## src/rtl/wake_duty_timer_pkg.sv

```systemverilog
package wake_duty_timer_pkg;
  // Strobes from control to datapath
  typedef struct packed {
    logic arm;    // capture configuration, zero the count
    logic clear;  // hold the count at zero
    logic step;   // advance the elapsed count by one tick
  } wutStrobe_t;
endpackage

```

## src/rtl/wake_duty_ctrl.sv

```systemverilog
module wake_duty_ctrl
  import wake_duty_timer_pkg::*;
(
  input  logic       clk,
  input  logic       rstN,
  input  logic       enable,
  input  logic       tick,
  input  logic       statusRead,
  input  logic       lastStep,
  input  logic       rxWindow,
  output wutStrobe_t strobe,
  output logic       wakeIrq,
  output logic       rxEn
);
  logic enableQ;
  logic running;
  logic armEdge;
  logic expire;

  assign armEdge      = enable && !enableQ;
  assign expire       = running && tick && lastStep && !armEdge;
  assign strobe.arm   = armEdge;
  assign strobe.clear = !enable;
  assign strobe.step  = running && tick && !armEdge;
  assign rxEn         = running && rxWindow;

  always_ff @(posedge clk or negedge rstN) begin
    if (!rstN) begin
      enableQ <= 1'b0;
      running <= 1'b0;
      wakeIrq <= 1'b0;
    end else begin
      enableQ <= enable;
      if (!enable)      running <= 1'b0;
      else if (armEdge) running <= 1'b1;
      else if (expire)  running <= 1'b0;
      if (expire)          wakeIrq <= 1'b1;
      else if (statusRead) wakeIrq <= 1'b0;
    end
  end


  arm_only_on_edge_chk: assert property (@(posedge clk) disable iff (!rstN)
    $rose(running) |-> $past(enable) && !$past(enableQ));

  disarm_idle_chk: assert property (@(posedge clk) disable iff (!rstN)
    !enable |=> !running && !rxEn);

  status_clear_chk: assert property (@(posedge clk) disable iff (!rstN)
    statusRead && !expire |=> !wakeIrq);

  expire_sets_flag_chk: assert property (@(posedge clk) disable iff (!rstN)
    expire |=> wakeIrq && !running);
endmodule

```

## src/rtl/wake_duty_dpath.sv

```systemverilog
module wake_duty_dpath
  import wake_duty_timer_pkg::*;
#(
  parameter int MANT_W       = 8,
  parameter int EXP_W        = 5,
  parameter int DC_W         = 7,
  parameter int OFFSET_TICKS = 1
) (
  input  logic              clk,
  input  logic              rstN,
  input  wutStrobe_t        strobe,
  input  logic              dutyMode,
  input  logic [MANT_W-1:0] mantissa,
  input  logic [EXP_W-1:0]  exponent,
  input  logic [DC_W-1:0]   dutyField,
  output logic              lastStep,
  output logic              rxWindow
);
  localparam int SHIFT_MAX = (1 << EXP_W) - 1;
  localparam int CNT_W     = MANT_W + SHIFT_MAX + 2;

  logic [MANT_W-1:0] mantQ;
  logic [EXP_W-1:0]  expQ;
  logic [DC_W-1:0]   dcQ;
  logic              dutyQ;
  logic [CNT_W-1:0]  count;
  logic [CNT_W-1:0]  periodTicks;
  logic [CNT_W-1:0]  onTicks;
  logic              mantNz;

  assign mantNz      = |mantQ;
  assign periodTicks = ((CNT_W'(mantQ) << expQ) << 1) + CNT_W'(OFFSET_TICKS);
  assign onTicks     = (CNT_W'({dcQ, 1'b1}) << expQ) << 1;
  assign lastStep    = mantNz && ((count + CNT_W'(1)) == periodTicks);
  assign rxWindow    = dutyQ && (count < onTicks);

  always_ff @(posedge clk or negedge rstN) begin
    if (!rstN) begin
      mantQ <= '0;
      expQ  <= '0;
      dcQ   <= '0;
      dutyQ <= 1'b0;
      count <= '0;
    end else begin
      if (strobe.arm) begin
        mantQ <= mantissa;
        expQ  <= exponent;
        dcQ   <= dutyField;
        dutyQ <= dutyMode;
      end
      if (strobe.arm || strobe.clear) count <= '0;
      else if (strobe.step)           count <= count + CNT_W'(1);
    end
  end


  count_bound_chk: assert property (@(posedge clk) disable iff (!rstN)
    mantNz |-> count <= periodTicks);

  arm_zero_chk: assert property (@(posedge clk) disable iff (!rstN)
    strobe.arm |=> count == '0);

  no_step_hold_chk: assert property (@(posedge clk) disable iff (!rstN)
    !strobe.step && !strobe.arm && !strobe.clear |=> $stable(count));
endmodule

```

## src/rtl/wake_duty_timer.sv

```systemverilog
module wake_duty_timer
  import wake_duty_timer_pkg::*;
#(
  parameter int MANT_W       = 8,
  parameter int EXP_W        = 5,
  parameter int DC_W         = 7,
  parameter int OFFSET_TICKS = 1
) (
  input  logic              clk,
  input  logic              rstN,
  input  logic              tick,
  input  logic              enable,
  input  logic              dutyMode,
  input  logic [MANT_W-1:0] mantissa,
  input  logic [EXP_W-1:0]  exponent,
  input  logic [DC_W-1:0]   dutyField,
  input  logic              statusRead,
  output logic              wakeIrq,
  output logic              rxEn
);
  wutStrobe_t strobe;
  logic       lastStep;
  logic       rxWindow;

  wake_duty_ctrl u_ctrl (
    .clk(clk), .rstN(rstN), .enable(enable), .tick(tick),
    .statusRead(statusRead), .lastStep(lastStep), .rxWindow(rxWindow),
    .strobe(strobe), .wakeIrq(wakeIrq), .rxEn(rxEn)
  );

  wake_duty_dpath #(
    .MANT_W(MANT_W), .EXP_W(EXP_W), .DC_W(DC_W), .OFFSET_TICKS(OFFSET_TICKS)
  ) u_dpath (
    .clk(clk), .rstN(rstN), .strobe(strobe), .dutyMode(dutyMode),
    .mantissa(mantissa), .exponent(exponent), .dutyField(dutyField),
    .lastStep(lastStep), .rxWindow(rxWindow)
  );
endmodule

```

## config.mk

```make
export PLATFORM = sky130hd
export DESIGN_NAME = wake_duty_timer
export DESIGN_NICKNAME = d
export VERILOG_FILES = /design/src/rtl/wake_duty_timer_pkg.sv /design/src/rtl/wake_duty_ctrl.sv /design/src/rtl/wake_duty_dpath.sv /design/src/rtl/wake_duty_timer.sv
export SDC_FILE = /design/constraint.sdc
export NUM_CORES = 1
export LEC_CHECK = 0
export BUFFER_PORTS_ARGS = -buffer_cell sky130_fd_sc_hd__buf_2
export CORE_ASPECT_RATIO = 1.2
export CORE_UTILIZATION = 39
export CTS_CLUSTER_DIAMETER = 150
export DETAILED_ROUTE_END_ITERATION = 6
export SETUP_SLACK_MARGIN = 0.1
export SLEW_MARGIN = 20
export SYNTH_ARGS = -nofsm -noshare
export SYNTH_HDL_FRONTEND = slang
export SYNTH_SLANG_ARGS = --single-unit
```

## constraint.sdc

```tcl
create_clock -name clk -period 12.3 [get_ports clk]
set_clock_uncertainty 0.15 [all_clocks]
set_input_delay 0.615 -clock clk [delete_from_list [all_inputs] [get_ports clk]]
set_output_delay 0.615 -clock clk [all_outputs]
set_load 0.01 [all_outputs]
```

==> qor_table.md <==
| Quantity | This run | Unit |
|:---|:---|:---|
| Worst R2R Setup Slack | 8210 | ps |
| Worst Max-Slew Pin Slew | 830 | ps |
| Register area share after synthesis | 0.241 | - |
| Synth Warn # | 0 | - |
| Final GP Congestion | 0.968 | - |
| Root buffer cell | sky130_fd_sc_hd__clkbuf_16 | - |
| Routed Antenna Nets | 0 | - |
| Max capacitance violation total | 0 | - |
| Run status | finished clean | - |
| Number of nets in the layout | 890 | - |
| Post-Place Cell Area | 0.00701 | sq mm |
| Antenna fix cells | 0 | - |
| Number of gates resized after CTS | 0 | - |
| Clk pwr share | 0.357 | - |
| Clock-pin transition on the worst setup and hold timing paths | 50 | ps |
| Total negative slack for setup checks | 0 | ps |
| Leakage | 2.87 | nW |
| Clock net sink count | 65 | - |
| Vias in the first global route | 6183 | - |
| Iteration count of the initial detailed-routing pass | 5 | - |
| Total Die Area | 0.0178 | sq mm |
| Comb power frac | 0.345 | - |
| Largest net degree at the start of global routing | 66 | - |
| Number of placement rows | 52 | - |
| Initial Util | 0.399 | - |
| Worst ir drop on vdd | 71.4 | uV |
| Final core utilization | 0.434 | - |
| Number of max-slew violations in the final report | 0 | - |
| Placeable Area | 0.0169 | sq mm |
| H-tree levels | 3 | - |
| Internal portion of total power | 518 | uW |
| Post-route standard cell area excluding fillers | 0.00734 | sq mm |
| Number of cells traversed by the worst register-to-register path | 9 | - |
| Total CTS buffers | 9 | - |
| Total half-perimeter wirelength after legalization and detailed placement | 16.4 | mm |
| Area delta synth->final | 8.72 | % |
| Worst slack, placed | 8110 | ps |
| Ports | 28 | - |
| Tightest hold margin | 260 | ps |
| Biggest fanout along the worst timing path | 38 | - |
| Clock latency on the worst-skew pair | 350 | ps |
| Post-Syn Area per Cell | 8.12 | sq um |
| Hold_sp | enable | - |
| Number of buffers added on ports | 27 | - |
| Main synth FF type | sky130_fd_sc_hd__dfrtp_1 | - |
| Async set-reset flop share out of synthesis | 1.00 | - |
| Type of destination of the critical path | output pin | - |
| Path type of the worst min-delay path | primary input to flop | - |
| Post-route insts no fill | 1046 | - |
| GR Overflow Total | 0 | - |
| Period utilisation layout | 0.372 | - |
| DR vias | 6455 | - |
| Placed cell count | 1030 | - |
| Hold buffer count at CTS | 0 | - |
| FF-to-FF End | u_ctrl.running | - |
| Unique masters post-synth | 71 | - |
| Post-Syn Area | 0.00675 | sq mm |
| TritonCTS clock tree | yes | - |
| Number of flip-flops and latches in the synthesized netlist | 65 | - |
| Remaining DRCs | 0 | - |
| Total wire length after detailed routing | 21.6 | mm |
| Reg-to-reg startpoint | u_dpath.count[24] | - |
| Achievable clock frequency | 0.219 | GHz |
| Number of antenna violations at the first check in global routing | 0 | - |
| Global-route total usage across every layer | 0.252 | - |
| Power share of the sequential group | 0.298 | - |
| Least setup slack across all paths after layout | 7720 | ps |
| CP Data Arrival Time | 3810 | ps |
| Drt first-iter violations | 696 | - |
| Global-route wire length before repair | 34.1 | mm |
| Die Width | 122 | um |
| Fraction of layout cells with a size suffix above 1 | 0.128 | - |
| Crit path required time | 11530 | ps |
| Period minus WS final | 4580 | ps |
| Chip height | 146 | um |
| Cell depth of the worst min-delay path | 1 | - |
| Switching power share of the total | 0.356 | - |
| Wire length per cell | 20.7 | um |
| Final hold viol count | 0 | - |
| Number of enable-type register cells in the synthesized netlist | 0 | - |
| Syn Nets | 896 | - |
| Critical Path Source Type | flop | - |
| Setup violators final | 0 | - |
| Total power after layout | 804 | uW |
| Terminating pin of the worst hold path | u_ctrl.enableQ | - |
| Syn Inst Count | 831 | - |
| Unrepaired setup endpoints after global routing | no | - |
| Relative slew margins | 0.446 | - |
| Maximum buffer depth of the clock tree | 2 | - |
| Psw | 286 | uW |
| Type of the setup path with the least slack | flop to output pin | - |
| Via-to-Cell Ratio | 6.17 | - |
| Power density normalized to cell area | 110 | mW/mm^2 |
| Post-CTS setup buffer count | 0 | - |
worst max-delay path: stages (launching register included):
cell and delay (ps):
sky130_fd_sc_hd__dfrtp_1 320, sky130_fd_sc_hd__buf_4 350, sky130_fd_sc_hd__inv_1 320, sky130_fd_sc_hd__o31ai_1 670, sky130_fd_sc_hd__mux2_2 320, sky130_fd_sc_hd__nand2_1 70
sky130_fd_sc_hd__ha_1 310, sky130_fd_sc_hd__nand4_1 90, sky130_fd_sc_hd__nor2_1 130, sky130_fd_sc_hd__and3_1 190, sky130_fd_sc_hd__nand4_1 120, sky130_fd_sc_hd__o21ai_0 170
sky130_fd_sc_hd__nor2_1 60, sky130_fd_sc_hd__nand3_1 70, sky130_fd_sc_hd__o22ai_1 100, sky130_fd_sc_hd__buf_2 160
cell type report:
class,count,area [sq um]
Tap cell,216,270
Multi-Input combinational cell,695,4830
Clock buffer,11,253
Fill cell,1722,9580
Inverter,16,60.1
Sequential cell,65,1630
Timing Repair Buffer,38,218
Clock inverter,5,77.6
power by group through the flow:
stage | combinational [mW] | clock (mW) | sequential (mW)
floorplan | 0.199 | 0 | 0.237
global placement | 0.270 | 0 | 0.244
detailed placement | 0.271 | 0 | 0.243
CTS | 0.273 | 0.293 | 0.240
global route | 0.301 | 0.303 | 0.241
finish | 0.277 | 0.287 | 0.240
metal layers:
layer,up-vias,GRT usage,wire [um]
met5,-,0,0
met4,0,0.176,1520
met3,76,0.0434,1130
met2,241,0.393,9770
met1,3053,0.313,9210
li1,3085,-,-
placed cells by master, fill, tap and decap left out, types with 10 or more instances in the layout:
master | Yosys | final
sky130_fd_sc_hd__nand2_1 | 94 | 94
sky130_fd_sc_hd__nor2_1 | 74 | 74
sky130_fd_sc_hd__dfrtp_1 | 65 | 65
sky130_fd_sc_hd__xnor2_1 | 44 | 44
sky130_fd_sc_hd__o21ai_0 | 39 | 39
sky130_fd_sc_hd__ha_1 | 39 | 39
sky130_fd_sc_hd__a21oi_1 | 38 | 38
sky130_fd_sc_hd__mux2_2 | 33 | 33
sky130_fd_sc_hd__nand4_1 | 29 | 29
sky130_fd_sc_hd__nand3_1 | 28 | 28
sky130_fd_sc_hd__xor2_1 | 28 | 28
sky130_fd_sc_hd__buf_2 | 12 | 27
sky130_fd_sc_hd__nor3_1 | 19 | 19
sky130_fd_sc_hd__nor4_1 | 18 | 18
sky130_fd_sc_hd__or3_1 | 18 | 18
sky130_fd_sc_hd__inv_1 | 15 | 15
sky130_fd_sc_hd__mux2i_1 | 13 | 13
sky130_fd_sc_hd__a22oi_1 | 12 | 12
sky130_fd_sc_hd__nor2b_1 | 12 | 11
sky130_fd_sc_hd__and3_1 | 11 | 11
sky130_fd_sc_hd__buf_4 | 3 | 11
sky130_fd_sc_hd__a211oi_1 | 10 | 10
cells in the mapped netlist (19+ instances only):
cell type	n	share of area
sky130_fd_sc_hd__nor2_1	74	0.041
sky130_fd_sc_hd__mux2_2	33	0.055
sky130_fd_sc_hd__nand2_1	94	0.052
sky130_fd_sc_hd__dfrtp_1	65	0.24
sky130_fd_sc_hd__a21oi_1	38	0.028
sky130_fd_sc_hd__nor3_1	19	0.014
sky130_fd_sc_hd__nand4_1	29	0.027
sky130_fd_sc_hd__o21ai_0	39	0.029
sky130_fd_sc_hd__clkbuf_1	34	0.019
sky130_fd_sc_hd__xnor2_1	44	0.057
sky130_fd_sc_hd__ha_1	39	0.072
sky130_fd_sc_hd__xor2_1	28	0.036
sky130_fd_sc_hd__nand3_1	28	0.021
registers in the layout (all words and copies together) (netlist names):
name            flops
u_ctrl.wakeIrq      1
u_ctrl.enableQ      1
u_dpath.dutyQ       1
u_dpath.mantQ       8
u_dpath.expQ        5
u_dpath.dcQ         7
u_dpath.count      41
u_ctrl.running      1
cell families (layout without fill, tap and decap cells):
logic type | count (synthesis) | in the layout | synth area share
buffers and inverters | 71 | 70 | 0.0434
adder cells (fa/ha/maj) | 39 | 39 | 0.0723
XOR/XNOR | 73 | 73 | 0.0970
AND/OR/NAND/NOR | 353 | 353 | 0.277
multiplexers | 49 | 49 | 0.0844
AO/OA/AOI/OAI | 181 | 181 | 0.185
flip-flops | 65 | 65 | 0.241
how the worst max path moves through the flow:
stage                    startpoint    to  depth (start not counted)  slack, ps
floorplan           u_dpath.expQ[1]  rxEn                         18       7860
global placement    u_dpath.expQ[2]  rxEn                         15       8080
detailed placement  u_dpath.expQ[2]  rxEn                         15       8110
CTS                 u_dpath.expQ[2]  rxEn                         15       7720
global route        u_dpath.expQ[2]  rxEn                         15       7490
finish              u_dpath.expQ[2]  rxEn                         15       7720
Power figures use the tool's default switching activity.
